$ cat src/rtl/rxw_pkg.sv
package rxw_pkg;
  typedef enum logic [2:0] {
    S_IDLE  = 3'd0,
    S_REQ   = 3'd1,
    S_XA    = 3'd2,
    S_XW    = 3'd3,
    S_XE    = 3'd4,
    S_ABORT = 3'd5
  } xfer_st_t;
endpackage

$ cat src/rtl/rxw_fifo.sv
module rxw_fifo #(
  parameter int W     = 16,
  parameter int DEPTH = 32
) (
  input  logic                         clk,
  input  logic                         rst_n,
  input  logic                         flush,
  input  logic                         push,
  input  logic [W-1:0]                 din,
  input  logic                         pop,
  output logic [W-1:0]                 dout,
  output logic [$clog2(DEPTH+1)-1:0]   count
);
  localparam int AW   = $clog2(DEPTH);
  localparam int CNTW = $clog2(DEPTH+1);

  logic [W-1:0]    mem [DEPTH];
  logic [AW-1:0]   wr_q, wr_d, rd_q, rd_d;
  logic [CNTW-1:0] cnt_q, cnt_d;

  always_comb begin
    wr_d  = wr_q;
    rd_d  = rd_q;
    cnt_d = cnt_q;
    if (flush) begin
      wr_d  = '0;
      rd_d  = '0;
      cnt_d = '0;
    end else begin
      if (push) wr_d = wr_q + 1'b1;
      if (pop)  rd_d = rd_q + 1'b1;
      if (push && !pop)      cnt_d = cnt_q + 1'b1;
      else if (pop && !push) cnt_d = cnt_q - 1'b1;
    end
  end

  always_ff @(posedge clk or negedge rst_n) begin
    if (!rst_n) begin
      wr_q  <= '0;
      rd_q  <= '0;
      cnt_q <= '0;
    end else begin
      wr_q  <= wr_d;
      rd_q  <= rd_d;
      cnt_q <= cnt_d;
    end
  end

  always_ff @(posedge clk) begin
    if (push && !flush) mem[wr_q] <= din;
  end

  assign dout  = mem[rd_q];
  assign count = cnt_q;


  fifo_no_overflow_chk: assert property (@(posedge clk) disable iff (!rst_n)
    (push && !flush) |-> (cnt_q < CNTW'(DEPTH) || pop));


  fifo_no_underflow_chk: assert property (@(posedge clk) disable iff (!rst_n)
    (pop && !flush) |-> (cnt_q != '0));
endmodule

$ cat src/rtl/rxw_grant_timer.sv
module rxw_grant_timer #(
  parameter int TMO_CYC = 160
) (
  input  logic clk,
  input  logic rst_n,
  input  logic run,
  output logic expire
);
  localparam int CW = $clog2(TMO_CYC+1);

  logic [CW-1:0] cnt_q, cnt_d;

  always_comb begin
    cnt_d = run ? cnt_q + 1'b1 : '0;
  end

  always_ff @(posedge clk or negedge rst_n) begin
    if (!rst_n) cnt_q <= '0;
    else        cnt_q <= cnt_d;
  end

  assign expire = run && (cnt_q == CW'(TMO_CYC-1));
endmodule

$ cat src/rtl/rxw_dma_mover.sv
module rxw_dma_mover
  import rxw_pkg::*;
#(
  parameter int DATA_W  = 16,
  parameter int DEPTH   = 32,
  parameter int SA_W    = 5,
  parameter int IDX_W   = 5,
  parameter int TMO_CYC = 160
) (
  input  logic                    clk,
  input  logic                    rst_n,
  input  logic                    cmd_load,
  input  logic                    cmd_burst,
  input  logic                    cmd_bcast,
  input  logic [SA_W-1:0]         cmd_sa,
  input  logic [IDX_W-1:0]        cmd_wc,
  input  logic                    word_stb,
  input  logic [DATA_W-1:0]       word_data,
  input  logic                    msg_ok,
  input  logic                    msg_err,
  input  logic                    grant_n,
  output logic                    req_n,
  output logic                    ack_n,
  output logic                    oe_n,
  output logic                    wr_n,
  output logic [SA_W+IDX_W+1:0]   mbox_addr,
  output logic [DATA_W-1:0]       sys_data,
  output logic                    hs_fail_n,
  output logic                    bit_hsf
);
  localparam int CNTW = $clog2(DEPTH+1);

  xfer_st_t          st_q, st_d;
  logic              burst_q, burst_d;
  logic              bcast_q, bcast_d;
  logic [SA_W-1:0]   sa_q, sa_d;
  logic [IDX_W-1:0]  idx_q, idx_d;
  logic [CNTW-1:0]   exp_q, exp_d;
  logic              go_q, go_d;
  logic              hsf_q, hsf_d;
  logic [DATA_W-1:0] data_q, data_d;

  logic              flush, push, pop, expire, full, empty, bad_ok;
  logic [DATA_W-1:0] head;
  logic [CNTW-1:0]   count;

  rxw_fifo #(.W(DATA_W), .DEPTH(DEPTH)) u_fifo (
    .clk(clk), .rst_n(rst_n), .flush(flush), .push(push), .din(word_data),
    .pop(pop), .dout(head), .count(count)
  );

  rxw_grant_timer #(.TMO_CYC(TMO_CYC)) u_timer (
    .clk(clk), .rst_n(rst_n), .run(st_q == S_REQ && grant_n), .expire(expire)
  );

  assign full   = (count == CNTW'(DEPTH));
  assign empty  = (count == '0);
  assign bad_ok = msg_ok && burst_q && (count != exp_q);
  assign push   = word_stb && (st_q != S_ABORT) && !full;

  always_comb begin
    st_d    = st_q;
    burst_d = burst_q;
    bcast_d = bcast_q;
    sa_d    = sa_q;
    idx_d   = idx_q;
    exp_d   = exp_q;
    go_d    = go_q;
    hsf_d   = hsf_q;
    data_d  = data_q;
    flush   = cmd_load || msg_err || bad_ok || (st_q == S_REQ && grant_n && expire);

    if (msg_ok && burst_q && !bad_ok && st_q != S_ABORT) go_d = 1'b1;
    if (msg_err) go_d = 1'b0;

    if (cmd_load) begin
      st_d    = S_IDLE;
      burst_d = cmd_burst;
      bcast_d = cmd_bcast;
      sa_d    = cmd_sa;
      idx_d   = '0;
      exp_d   = (cmd_wc == '0) ? CNTW'(DEPTH) : CNTW'(cmd_wc);
      go_d    = 1'b0;
      hsf_d   = 1'b0;
    end else begin
      unique case (st_q)
        S_IDLE: if (!flush && !empty && (!burst_q || go_q)) st_d = S_REQ;
        S_REQ: begin
          if (!grant_n)    st_d = S_XA;
          else if (expire) begin
            st_d  = S_ABORT;
            hsf_d = 1'b1;
          end
          else if (flush)  st_d = S_IDLE;
        end
        S_XA: st_d = S_XW;
        S_XW: st_d = S_XE;
        S_XE: begin
          idx_d = idx_q + 1'b1;
          if (burst_q && !empty && !flush) st_d = S_XA;
          else begin
            st_d = S_IDLE;
            go_d = 1'b0;
          end
        end
        S_ABORT: st_d = S_ABORT;
        default: st_d = S_IDLE;
      endcase
    end

    pop = (st_d == S_XA) && !cmd_load;
    if (pop) data_d = head;
  end

  always_ff @(posedge clk or negedge rst_n) begin
    if (!rst_n) begin
      st_q    <= S_IDLE;
      burst_q <= 1'b0;
      bcast_q <= 1'b0;
      sa_q    <= '0;
      idx_q   <= '0;
      exp_q   <= '0;
      go_q    <= 1'b0;
      hsf_q   <= 1'b0;
      data_q  <= '0;
    end else begin
      st_q    <= st_d;
      burst_q <= burst_d;
      bcast_q <= bcast_d;
      sa_q    <= sa_d;
      idx_q   <= idx_d;
      exp_q   <= exp_d;
      go_q    <= go_d;
      hsf_q   <= hsf_d;
      data_q  <= data_d;
    end
  end

  assign req_n     = !(st_q inside {S_REQ, S_XA, S_XW, S_XE});
  assign ack_n     = !(st_q inside {S_XA, S_XW, S_XE});
  assign wr_n      = !(st_q == S_XW);
  assign oe_n      = 1'b1;
  assign mbox_addr = {bcast_q, 1'b0, sa_q, idx_q};
  assign sys_data  = data_q;
  assign hs_fail_n = !hsf_q;
  assign bit_hsf   = hsf_q;


  wr_single_cycle_chk: assert property (@(posedge clk) disable iff (!rst_n)
    !wr_n |=> wr_n);


  wr_inside_ack_chk: assert property (@(posedge clk) disable iff (!rst_n)
    !wr_n |-> (!ack_n && !req_n && oe_n));


  ack_after_grant_chk: assert property (@(posedge clk) disable iff (!rst_n)
    $fell(ack_n) |-> $past(!grant_n));


  hs_release_req_chk: assert property (@(posedge clk) disable iff (!rst_n)
    $fell(hs_fail_n) |-> (req_n && ack_n));


  burst_no_early_req_chk: assert property (@(posedge clk) disable iff (!rst_n)
    ($fell(req_n) && burst_q) |-> go_q);
endmodule

$ cat config.mk
export PLATFORM = sky130hd
export DESIGN_NAME = rxw_dma_mover
export DESIGN_NICKNAME = d
export VERILOG_FILES = /design/src/rtl/rxw_pkg.sv /design/src/rtl/rxw_fifo.sv /design/src/rtl/rxw_grant_timer.sv /design/src/rtl/rxw_dma_mover.sv
export SDC_FILE = /design/constraint.sdc
export NUM_CORES = 1
export LEC_CHECK = 0
export BUFFER_PORTS_ARGS = -buffer_cell sky130_fd_sc_hd__buf_2
export CAP_MARGIN = 10
export CORE_ASPECT_RATIO = 0.7
export CORE_MARGIN = 5
export CORE_UTILIZATION = 56
export DETAILED_ROUTE_END_ITERATION = 8
export PLACE_DENSITY = 0.73
export SLEW_MARGIN = 20
export SYNTH_ARGS = -nofsm -noshare
export SYNTH_HDL_FRONTEND = slang
export SYNTH_SLANG_ARGS = --single-unit
$ cat constraint.sdc
create_clock -name clk -period 7.63 [get_ports clk]
set_input_delay 0.3815 -clock clk [delete_from_list [all_inputs] [get_ports clk]]
set_output_delay 0.3815 -clock clk [all_outputs]
set_load 0.03 [all_outputs]
# [Yosys cells after proc, flatten, opt, wreduce, memory -nomap -nowiden]
# Memory sizes are Yosys's and may differ from the RTL's. A register that Yosys moved wholly into a read port is not among the register bits.
# Cells that the tools add are included.
[classes] n_addsub=6 eq_ne=10 n_mux=29 n_reduce_logical=47
[op_table] op="$mux W5" n=6
[op_table] op="$mux W6" n=4
[op_table] op="$pmux W3 S6" n=1
[op_table] op="$logic_and A1 B1 Y1" n=17
[op_table] op="$add A5 B1 Y5 const B" n=3
[op_table] op="$mux W3" n=5
[op_table] op="$logic_not A1 Y1" n=13
[op_table] op="$reduce_bool A2 Y1" n=6
[op_table] op="$mux W1" n=11
[op_table] op="$eq A3 B2 Y1 const B" n=3
[op_table] op="$add A8 B1 Y8 const B" n=1
[op_table] op="$eq A8 B8 Y1 const B" n=1
[op_table] op="$mux W8" n=1
[op_table] op="$add A6 B1 Y6 const B" n=1
[op_table] op="$eq A3 B3 Y1 const B" n=2
[op_table] op="$eq A6 B6 Y1 const B" n=1
[op_table] op="$logic_not A6 Y1" n=1
[op_table] op="$ne A6 B6 Y1" n=1
[op_table] op="$reduce_bool A3 Y1" n=2
[op_table] op="$sub A6 B1 Y6 const B" n=1
[op_table] op="$logic_not A5 Y1" n=1
[op_table] op="$logic_or A1 B1 Y1" n=4
[op_table] op="$reduce_bool A4 Y1" n=1
[op_table] op="$eq A3 B1 Y1 const B" n=1
[op_table] op="4 further kinds" n=4
[word_totals] register_bits=47 ram_bits=512 in_bits=35 output_inout_bits=34 elab_cells=105 mem_count=1
[memory_table] memory="u_fifo.mem" words=32 width=16 rd=1 rd_clocked_by_memory_dff=1 wr=1 line="rxw_fifo.sv:17" text="logic [W-1:0] mem [DEPTH];"

# [Logic depth before layout (Yosys ltp)]
# Gate-level depths: netlist (run 1).
[logic_depth] ltp_word=17 ltp_mapped=16

# [Cells and area by module]
# A second synthesis (run 1) with hierarchy kept.
[unflattened] cells_unflattened=1173 area_unflattened_um2=22895.7
[by_module_without_submodules] mod="rxw_fifo" instances=1 cells_each=986 area_per_inst_um2=20668.6
[by_module_without_submodules] mod="rxw_dma_mover" instances=1 cells_each=152 area_per_inst_um2=1853.0
[by_module_without_submodules] mod="rxw_grant_timer" instances=1 cells_each=35 area_per_inst_um2=374.1

# [Worst setup path before layout (run 1)]
# No wires, ideal clock.
[synth_path] path_type="register to register" from="reg u_fifo.cnt_q[1], in the netlist u_fifo.count[1]" to="reg u_fifo.cnt_q[5], in the netlist u_fifo.count[5]" setup_ns=0.088 t_arrival_ns=3.362 path_slack_ns=4.180 path_stages_with_launch=15 path_buffers=2 cell_sequence="dfrtp_1 > or4_4 > o311ai_2 > o21ai_1 > o221ai_4 > buf_4 > buf_4 > nand2_1 > ha_1 > a21o_1 > a21oi_1 > o21ai_0 > and3_1 > o21ai_1 > nor3b_1"
[synth_via] elab_chain_cells=16 elab_cells_between_ends=33
[synth_lines] element="start, declared" line="rxw_fifo.sv:19" text="logic [CNTW-1:0] cnt_q, cnt_d;"
[synth_lines] element="start signal, assigned" line="rxw_fifo.sv:45" text="cnt_q <= cnt_d;"
[synth_lines] element="$ne A6 B6 Y1" line="rxw_dma_mover.sv:58" text="assign bad_ok = msg_ok && burst_q && (count != exp_q);"
[synth_lines] element="$logic_and A1 B1 Y1" line="rxw_dma_mover.sv:58"
[synth_lines] element="$logic_or A1 B1 Y1 (2 in series)" line="rxw_dma_mover.sv:71" text="flush = cmd_load || msg_err || bad_ok || (st_q == S_REQ && grant_n && expire);"
[synth_lines] element="$logic_not A1 Y1" line="rxw_dma_mover.sv:87, rxw_dma_mover.sv:100"
[synth_lines] element="$logic_and A1 B1 Y1 (2 in series)" line="rxw_dma_mover.sv:87" text="S_IDLE: if (!flush && !empty && (!burst_q || go_q)) st_d = S_REQ;"
[synth_lines] element="$mux W3" line="rxw_dma_mover.sv:87"
[synth_lines] element="$pmux W3 S6" line="rxw_dma_mover.sv:86" text="unique case (st_q)"
[synth_lines] element="$mux W3" line="rxw_dma_mover.sv:76" text="if (cmd_load) begin"
[synth_lines] element="$eq A3 B2 Y1" line="rxw_dma_mover.sv:111" text="pop = (st_d == S_XA) && !cmd_load;"
[synth_lines] element="$logic_and A1 B1 Y1" line="rxw_dma_mover.sv:111"
[synth_lines] element="$logic_not A1 Y1" line="rxw_fifo.sv:32" text="if (push && !pop) cnt_d = cnt_q + 1'b1;"
[synth_lines] element="$logic_and A1 B1 Y1" line="rxw_fifo.sv:32"
[synth_lines] element="$mux W6" line="rxw_fifo.sv:32"
[synth_lines] element="$mux W6" line="rxw_fifo.sv:25" text="if (flush) begin"
# Several ways; a longest one is shown, not always the timed one. The select of a mux whose other input is x is not followed.
# A chain may end at the register's enable or synchronous reset.

# [Worst setup path after layout (run 1)]
[layout_path] from="reg u_fifo.cnt_q[3], in the netlist u_fifo.count[3]" to="mem u_fifo.mem[24][7] (enable)"
[layout_via] elab_chain_cells=8 elab_cells_between_ends=11
[layout_lines] element="$ne A6 B6 Y1" line="rxw_dma_mover.sv:58"
[layout_lines] element="$logic_and A1 B1 Y1" line="rxw_dma_mover.sv:58"
[layout_lines] element="$logic_or A1 B1 Y1 (2 in series)" line="rxw_dma_mover.sv:71"
[layout_lines] element="$logic_not A1 Y1" line="rxw_fifo.sv:50" text="if (push && !flush) mem[wr_q] <= din;"
[layout_lines] element="$logic_and A1 B1 Y1 *" line="rxw_fifo.sv:50"
[layout_lines] element="$mux W1 *" line="rxw_fifo.sv:50"
[layout_lines] element="$mux W1 (not written as such) *" line="rxw_fifo.sv:50"
[layout_lines] element="end, declared" line="rxw_fifo.sv:17"
# Every way passes the cells marked *; elsewhere a longest branch is shown, timed or not.

==> results by stage, run 1 <==
STA:
- The total negative setup slack is 0 ns.
- The final count of hold timing violations is 0.
- Headroom to the max-slew limit came out at about a third.
- The number of slew-limit violations in the final report came to 0.
- Of the available clock period, the critical path in the final layout requires between 50% and 60%.
- The setup violation total in the final timing report is 0.
- Between clock sinks in the finished design, the worst skew comes to about 0.024 ns.
- For this run, the top clock speed supported by timing is between 200 and 300 MHz.
- The transition time at the pin with the least slew margin is around 1 ns.
- The worst hold slack is about 0.015 ns.
- Setup repair after global routing left no endpoint under its margin.
- The final worst setup slack is 3.77 ns.
- The final period demand of the worst path is 3.86 ns.

Detailed routing:
- The length of routed met3 wiring is between 5000 and 6000 um.
- The iteration-0 DRC count of the detailed router is around 1200.
- The number of vias after detailed routing is between 10000 and 15000.
- Once detail routing completed, the nets flagged for antenna violations numbered 0.
- Using the TritonRoute via totals, the vias-per-cell ratio works out to around 6.3.
- The detailed-router iteration count before antenna repair is 5.
- In the routed design, unresolved DRC markers number 0.
- The met1 layer wirelength in the final routing is about 21000 um.
- The wire length reported by the detailed router is approximately 49000 um.
- Dividing the detail-routed wire length by the instance count gives about 28 um.
- In the detailed route, the total length drawn on met2 is 21000 um.
- The topmost layer with routed signal wires is met4.

Logic synthesis:
- The share of cell area taken by muxes after synthesis is about 17%.
- The synthesized design contains 512 enable-type register cells.
- The fraction of registers with async set or reset after synthesis is a little over a tenth.
- Sequential cells were found to cover 74.9% of the synthesized design area.
- The dominant combinational cell family by area after synthesis is multiplexers.
- The fraction of the mapped netlist area in simple logic gates is under 10%.
- The most used flip-flop cell after synthesis is edfxtp_1.
- The post-synthesis cell count is approximately 1100.
- Summing the areas of all compound-gate instances in the mapped netlist gives roughly 1.4% of the synthesized area.
- Counting flops and latches in the post-synthesis netlist gives 575.
- The mean instance size in the synthesized netlist is 21.2 um^2.
- After Yosys synthesis, XOR and XNOR cells account for approximately 1.1% of the synthesized area.
- The total nets after synthesis is approximately 1100.
- For this run, the number of Yosys warnings is 0.
- The area of the mapped netlist is ~23000 um^2.
- The number of library cell types mapped by synthesis is 50.
- The share of synthesized cell area in full adder, half adder and majority cells is less than 1%.

Worst setup path:
- The worst path required time is between 7 and 8 ns.
- The signal on the critical path passes through xor2_1, or4_1, o21ai_1, nand2_1, nor2_1, nand2_1, nor2_1, buf_4.
- The worst setup path is launched from a flip-flop.
- The slowest stage cell on the critical path is nor2_1.
- The setup path with the least slack is of type reg2reg.
- The worst setup path is captured at a flip-flop.
- Along the worst path, the maximum fanout reaches 17.
- The arrival time reported for the critical path endpoint is 4.14 ns.
- The largest incremental delay on the critical path is 0.68 ns.

Power and ir drop:
- The worst voltage drop across the vdd grid is between 0.15 and 0.2 mV.
- The total chip power is between 6 and 7 mW.
- Net switching is a little over a fifth of the power.
- The static leakage power is between 8 and 9 nW.
- The portion of total power attributed to combinational logic is under 10%.
- The analysis attributes to net switching a power of between 1 and 1.5 mW.
- The power density over the cells is roughly 250 nW/um^2.
- The internal power summed over all cells is slightly above 5 mW.
- The power share of the clock group is approximately 40%.
- The fraction of power consumed by sequential logic is 54.9%.

Floorplan:
- The die is 250 um wide.
- The die footprint is 44600 um^2.
- The die is ~180 um tall.
- The standard cell core area is ~40000 um^2.
- The initialized floorplan defines 61 standard-cell rows.
- The top-level port count is between 60 and 70.
- The starting utilization of the core area is 56.8%.

Status:
- The run finished with clean final reports.

Final layout:
- The end-of-flow core utilization is 63.4%.
- Cells with a size suffix above 1 make up between 30% and 40% of the layout.
- The final net count is 1203.
- The layout overhead on the synthesized area is 11.7%.

Clocking:
- Counting along the longest clock path gives a buffer depth of 3.
- TritonCTS built the clock tree.
- The post-CTS resize count is 0.
- The tree is rooted in a clkbuf_16.
- The CTS buffer count is 52.
- The total clock sinks is about 580.
- The hold buffer count at cts is 0.
- The level count of the clock H-tree is 2.
- The clock network latency to the later pin of the worst-skew pair is between 0.5 and 0.6 ns.
- After clock tree synthesis, the setup repair step added 0 buffers.
- The clock transition at the registers of the reported paths is roughly 0.06 ns.

Hold path:
- The class of the most critical hold timing path is in2async.

Placed design:
- The worst setup timing slack at the placement stage is 3.64 ns.
- Buffers placed on the I/O ports in this run total 66.
- The wire-length estimate of the detail-placed layout is about 29000 um.
- At the end of routability-driven placement, the weighted congestion stood at approximately 0.84.

Global route:
- The global-route wire length before repair is ~70000 um.
- The overall routing resource usage is 22.2%.
- The via count of the first global-routing pass came to approximately 11000.
- The global route total overflow is 0.
- The largest net degree at the start of global routing is 77.
- The number of antenna violations at the first check in global routing is 1.

Job:
- Max-cap violations in this run came to 0.
through the flow:
| step | instance area, um^2 | cells |
|---|---|---|
| after floorplan | 22600 | 1069 |
| after global placement | 23600 | 1637 |
| after detailed placement | 23600 | 1637 |
| after CTS | 25300 | 1732 |
| after global routing | 25300 | 1732 |
| final | 25300 | 1733 |
path summary, 6_finish.rpt:
path	slack [ns]	cells past startpoint	start	endpoint
min	0.01	2	rst_n	idx_q[4]$_DFFE_PN0P_
min reg2reg	0.49	2	sys_data[9]$_DFFE_PN0P_	sys_data[9]$_DFFE_PN0P_
min in group clk	0.03	2	cmd_burst	burst_q$_DFFE_PN0P_
max	3.77	8	u_fifo.count[3]$_DFFE_PN0P_	u_fifo.mem[24][7]$_DFFE_PP_
max in group asynchronous	6.98	2	rst_n	u_fifo.rd_q[1]$_DFFE_PN0P_
max reg2reg	3.77	8	u_fifo.count[3]$_DFFE_PN0P_	u_fifo.mem[24][7]$_DFFE_PP_
cell usage after synthesis (2+ instances only):
library cell	count	share of area, %
ha_1	11	0.61
mux2_2	11	0.55
or3b_1	2	0.077
o21ai_0	5	0.11
inv_1	9	0.15
buf_2	10	0.22
buf_1	6	0.10
nand2_1	32	0.53
buf_4	6	0.20
nor2_1	65	1.1
nand3_1	10	0.22
o21a_1	2	0.066
dfrtp_1	63	7.0
nor3_1	4	0.088
o21ai_1	22	0.49
a21o_1	4	0.13
nand4_1	7	0.19
xnor2_1	12	0.46
or3b_2	2	0.077
mux2i_1	22	0.97
xor2_1	14	0.54
edfxtp_1	512	68
mux4_2	160	16
nand3b_1	4	0.13
and3_1	2	0.055
conb_1	2	0.033
a21oi_1	10	0.22
or3_1	4	0.11
clkbuf_1	33	0.55
nor2b_1	3	0.083
final cells by class:
cell class              instances  area [um^2]
flip-flops and latches        575        17000
fillers                      2707        14600
diodes                          1         2.50
multi-input cells             428         5420
clock buffers                  69         1380
clock inverters                26          294
inverters                      10         37.5
repair buffers                 89          515
well taps                     535          669
layout by cell type, fill, tap and decap left out, types with 9 or more instances in the layout:
cell       count
xnor2_1       12
nand3_1       10
dfrtp_1       58
clkinv_2       9
mux4_2       160
buf_2         66
clkbuf_16     52
mux2_2        11
nand2_1       32
xor2_1        14
inv_1          9
ha_1          11
edfxtp_1     512
clkbuf_1      16
mux2i_1       22
o21ai_1       22
a21oi_1       10
nor2_2        15
nor2_1        50
buf_4         22
sequential cells by signal (all words and copies together) (netlist names), 6 cells and up:
register and flops:
sys_data 16, u_timer.cnt_q 8, u_fifo.mem 512, u_fifo.count 6, exp_q 6
critical path: cells and delay by family, from the launching register on:
family / cells / cell delay (ns)
xor+xnor: 1 / 0.17
compound gates: 1 / 0.21
simple gates: 5 / 2.44
flops: 1 / 0.43
buf+inv: 1 / 0.30
logic make-up after synthesis:
family          after synthesis
compound gates               49
xor+xnor                     27
fa+ha+maj                    12
buf+inv                      66
flops                       575
mux                         193
other cells                   2
simple gates                145
power groups by stage:
stage / combinational (mW) / sequential, mW / clock (mW)
after floorplan: 0.104 / 3.66 / 0
after global routing: 0.353 / 3.53 / 2.76
after global placement: 0.322 / 3.59 / 0
after CTS: 0.330 / 3.52 / 2.62
final: 0.327 / 3.52 / 2.57
after detailed placement: 0.330 / 3.59 / 0
metal layers:
| metal | GRT usage, % | up-vias |
|---|---|---|
| li1 | - | 4535 |
| met1 | 36.1 | 5668 |
| met2 | 31.0 | 595 |
| met3 | 6.18 | 52 |
| met4 | 3.93 | 0 |
| met5 | 0 | - |
Note: power is estimated with default switching activity, not from simulation.
==> inputs of run 2 (changes only) <==
--- a/config.mk
+++ b/config.mk
@@ -5,6 +5,7 @@
 export SDC_FILE = /design/constraint.sdc
 export NUM_CORES = 1
 export LEC_CHECK = 0
+export ABC_AREA = 1
 export BUFFER_PORTS_ARGS = -buffer_cell sky130_fd_sc_hd__buf_2
 export CAP_MARGIN = 10
 export CORE_ASPECT_RATIO = 0.7
==> constraint.sdc (replaced) <==
create_clock -name clk -period 3.6 [get_ports clk]
set_input_delay 0.18 -clock clk [delete_from_list [all_inputs] [get_ports clk]]
set_output_delay 0.18 -clock clk [all_outputs]
set_load 0.03 [all_outputs]
==> run 2 against run 1 <==
Effect of this change: sequential power rose by 110%; global-route usage up 3.0 points; total power increased by 110%; non-clock buffer count increased by 51; count of clock-buffer cells in the layout fell by 5; combinational power increased by 130%.
==> results by stage, run 2 <==
Final layout:
- In the layout the commonest cells are 512 x edfxtp_1, 335 x nor2_1, 302 x o21ai_0, 171 x nand2_1, 112 x o22ai_1.
- The sequential cells in the finished layout cover a total of between 15000 and 20000 um^2.
- The register with the most flip-flops in the layout has 512 of them.
- The share of final-layout standard cells stronger than drive strength 1 is a little under an eighth.
- The number of inserted filler cells in the final layout is 3023.
- The top register by number of flip-flops is u_fifo.mem.
- Leaving out fill and tap cells, the most frequent cell in the layout is edfxtp_1.
- The number of antenna diodes is 0.
- The net count of the finished layout is around 2000.
- From synthesis to final layout, the design area changed by 12.2%.
- The multi-input combinational cells in the finished layout cover a total of around 5500 um^2.

Worst setup path:
- STA puts the critical path data arrival time at roughly 3.6 ns.
- Data on the critical path is required at its endpoint by between 4 and 5 ns.
- Setup slack on the worst reg-to-reg path comes out at around 0.5 ns.
- The worst register-to-register path begins at u_timer.cnt_q[0]$_DFF_PN0_.
- The nature of the critical path endpoint is a flip-flop.
- Along the worst path, the maximum fanout reaches 7.
- The number of cells on the worst reg-to-reg path is 20.
- The critical path startpoint is u_timer.cnt_q[0]$_DFF_PN0_.
- The category of the most critical setup path is reg2reg.
- The endpoint of the most critical register-to-register path is u_fifo.count[5]$_DFFE_PN0P_.
- The critical path launch point type is a flip-flop.

Power and ir drop:
- The internal power summed over all cells is between 10 and 15 mW.
- IR analysis of the VDD net gives a maximum drop of 0.460 mV.
- For this design the total switching power over the nets is ~3.0 mW.
- The portion of total power attributed to combinational logic is 5.7%.
- Of the total power, registers draw between 50% and 60%.
- The analysis attributes to cell leakage a power of ~9 nW.
- Of the total power, the share spent switching nets is between 20 and 25%.
- In this run the power density over the cells is 518 nW/um^2.
- The power share of the clock group is around two fifths.

Floorplan:
- The die covers between 40000 and 50000 um^2.
- The standard cell core area is around 41000 um^2.
- In this run the vertical extent of the chip is roughly 180 um.
- The top-level port count is 69.
- In this run the core area contains just over 60 standard-cell rows.
- The chip width is about 250 um.
- The starting utilization of the core area is between 50% and 60%.

Hold path:
- In this run the most critical hold path is launched from msg_ok.
- The class of the most critical hold timing path is in2reg.
- The worst hold path cell count is 5.
- The hold path endpoint is go_q$_DFF_PN0_.

Global route:
- The first global-routing pass estimated 89200 um of wire.
- After global routing the overflow that remains totals 0.
- The largest net degree at the start of global routing is around 130.
- The number of antenna violations at the first check in global routing was 0.
- Global routing used between 20% and 30% of the available tracks across all layers.
- The via count of the first global-routing pass is roughly 15000.

Logic synthesis:
- After synthesis, the largest family of logic cells by area is compound AO/OA/AOI/OAI gates.
- After synthesis the cells add up to 23100 um^2.
- Yosys mapped a number of flops with a built-in enable equal to 512.
- The XOR/XNOR share of the synthesized area is less than 1%.
- Summing the areas of all fa, ha and maj instances in the mapped netlist gives less than 1% of the synthesized area.
- After synthesis, the largest area contributor takes up about two thirds of total cell area.
- The number of library cell types mapped by synthesis is 43.
- For this run, the leading register cell type out of synthesis is edfxtp_1.
- The share of the synthesized area in compound gates (AO/OA/AOI/OAI) is about an eighth.
- In this run, synthesis produced a sequential element count of approximately 580.
- Yosys printed 0 warnings.
- The number of nets handed over by synthesis was between 1500 and 2000.
- The share of cell area taken by muxes after synthesis is 0%.
- After Yosys synthesis, and, or, nand and nor cells account for 10.8% of the synthesized area.
- For this run, the register share of the synthesized area comes to about 73%.
- The mean instance size in the synthesized netlist is approximately 12 um^2.
- After technology mapping, the gate count stands at 1869.
- Ranked by total cell area, the synthesized netlist is headed by edfxtp_1 67%, dfrtp_1 6.8%, o21ai_0 6.6%, nor2_1 5.8%, o22ai_1 3.0%.
- In the post-synthesis netlist, the cell with the most instances is edfxtp_1.
- After synthesis, the share of flip-flops with an asynchronous set or reset is between 10% and 20%.
- Of all cell types, the one taking the most synthesized area is edfxtp_1.
- By count the netlist is led by 512 x edfxtp_1, 356 x nor2_1, 302 x o21ai_0.

Placed design:
- Routability-driven placement finished with a final weighted congestion of between 0.8 and 0.9.
- Detailed placement finished with a half-perimeter wire length of roughly 35000 um.
- The count of buffers inserted at the top-level ports is between 60 and 70.
- At the placement stage, the worst setup path has a slack of 0.559 ns.

STA:
- The worst max-slew margin expressed relative to the limit is approximately two fifths.
- The number of slew-limit violations in the final report was 0.
- The final count of hold timing violations was 0.
- Setup repair after global routing left no endpoint under its margin.
- At the pin with the least slew margin, the transition time is ~0.9 ns.
- The final period demand of the worst path is between 3 and 4 ns.
- For the final routed database, the setup TNS stands at 0 ns.
- The period utilization is between 80% and 90%.
- The final setup skew is between 0.02 and 0.025 ns.
- Static timing analysis puts the maximum clock frequency at 323 MHz.
- Setup violations remaining at the end of the flow were counted as 0.
- Across all hold checks on the routed design, the worst slack comes to 0.0100 ns.
- After layout, the worst setup slack is roughly 0.5 ns.

Detailed routing:
- Dividing the detail-routed via count by the number of cells gives a little over 6.
- In the routed design, unresolved DRC markers number 0.
- The detailed-router iteration count before antenna repair is 6.
- The wire length reported by the detailed router is 58800 um.
- The count of nets left with antenna violations after detail routing is 0.
- The average wire length per cell after detail routing is approximately 23 um.
- The number of vias after detailed routing is ~15000.
- The iteration-0 DRC count of the detailed router is 2181.

Clocking:
- The number of clock buffers added by TritonCTS is 51.
- The maximum clock insertion buffer count is 3.
- The level count of the clock H-tree is 2.
- After clock tree synthesis, the setup repair step added 0 buffers.
- The total clock sinks is 575.
- At the later pin of the worst-skew pair, clock insertion delay measures 0.58 ns.
- The clock root buffer is clkbuf_16.
- Clock-pin slew was measured on the worst setup and hold paths at around 0.070 ns.
- The CTS tree is done.

Status:
- The run finished with clean final reports.

Job:
- Across the run, the number of max-cap violations was 0.
run 2: cell count changes after synthesis, moves of 11 or more:
cell      change
inv_1        +39
mux2_2       -11
mux2i_1      -22
xor2_1       -12
o22ai_1     +112
nand3_1      +43
nand2_1     +139
clkbuf_1     +53
mux4_2      -160
o221ai_1     +20
nor2_1      +291
o21ai_0     +297
run 2: power by group through the flow:
stage | clock network, mW | logic (mW) | registers [mW]
2_1_floorplan | 0 | 0.236 | 7.76
3_3_place_gp | 0 | 0.723 | 7.58
3_5_place_dp | 0 | 0.743 | 7.59
4_1_cts | 5.28 | 0.759 | 7.44
5_1_grt | 5.56 | 0.817 | 7.45
6_report | 5.22 | 0.758 | 7.45
run 2: area by class of cell:
cell class / instances / share of cell area [%]
multi-input cells: 1125 / 21.2
clock buffers: 64 / 5.16
flip-flops and latches: 575 / 65.5
inverters: 54 / 0.807
clock inverters: 28 / 0.894
repair buffers: 140 / 3.82
well taps: 544 / 2.63
run 2: critical path, cell delays in order (launching register included):
cell	delay, ns
dfrtp_1	0.40
ha_1	0.25
nand4_2	0.16
nor2_1	0.07
a21oi_2	0.20
nand3_1	0.10
nor2_1	0.13
nor2_2	0.07
nand3_2	0.09
nand2_4	0.09
ha_1	0.36
a21oi_1	0.17
nand2_1	0.11
a21o_1	0.17
a21oi_1	0.14
xor2_1	0.20
inv_1	0.06
nand2_1	0.07
nand2_1	0.05
nand2_1	0.06
nand2_1	0.04
run 2: logic make-up (layout without fill, tap and decap cells):
group	count (synthesis)	in the layout
other cells	2	2
xor+xnor	5	5
flops	575	575
compound gates	491	491
simple gates	615	615
buf+inv	169	286
fa+ha+maj	12	12
run 2: worst max path at each step:
stage,cells past startpoint,to,slack (ns)
3_5_place_dp,20,u_fifo.count[5]$_DFFE_PN0P_,0.56
3_3_place_gp,20,u_fifo.count[5]$_DFFE_PN0P_,0.63
5_1_grt,20,u_fifo.count[5]$_DFFE_PN0P_,0.21
2_1_floorplan,21,u_fifo.count[5]$_DFFE_PN0P_,0.72
4_1_cts,20,u_fifo.count[5]$_DFFE_PN0P_,0.53
6_report,20,u_fifo.count[5]$_DFFE_PN0P_,0.50
run 2: per-layer routing:
metal	up-vias	track usage, %	part of all wire [%]
met5	-	0	0
met4	0	5.88	2.1
met3	78	4.94	11
met2	878	37.2	45
met1	7557	39.4	43
li1	6948	-	-
run 2: through the flow:
stage	area (um^2)	utilization, %	std cells	power [mW]
after CTS	25900	63.3	2530	13.5
final	25900	63.3	2530	13.4
after global routing	25900	63.3	2530	13.8
after floorplan	23100	-	1869	8.00
after detailed placement	24200	59.1	2423	8.33
after global placement	24200	59.1	2423	8.30
run 2: timing repair:
item                                    4_1_cts  5_1_grt
hold endpoints to repair                     58        0
endpoints found under the setup margin        0        0
hold buffers                                 15        0
gates resized for setup                       0        0
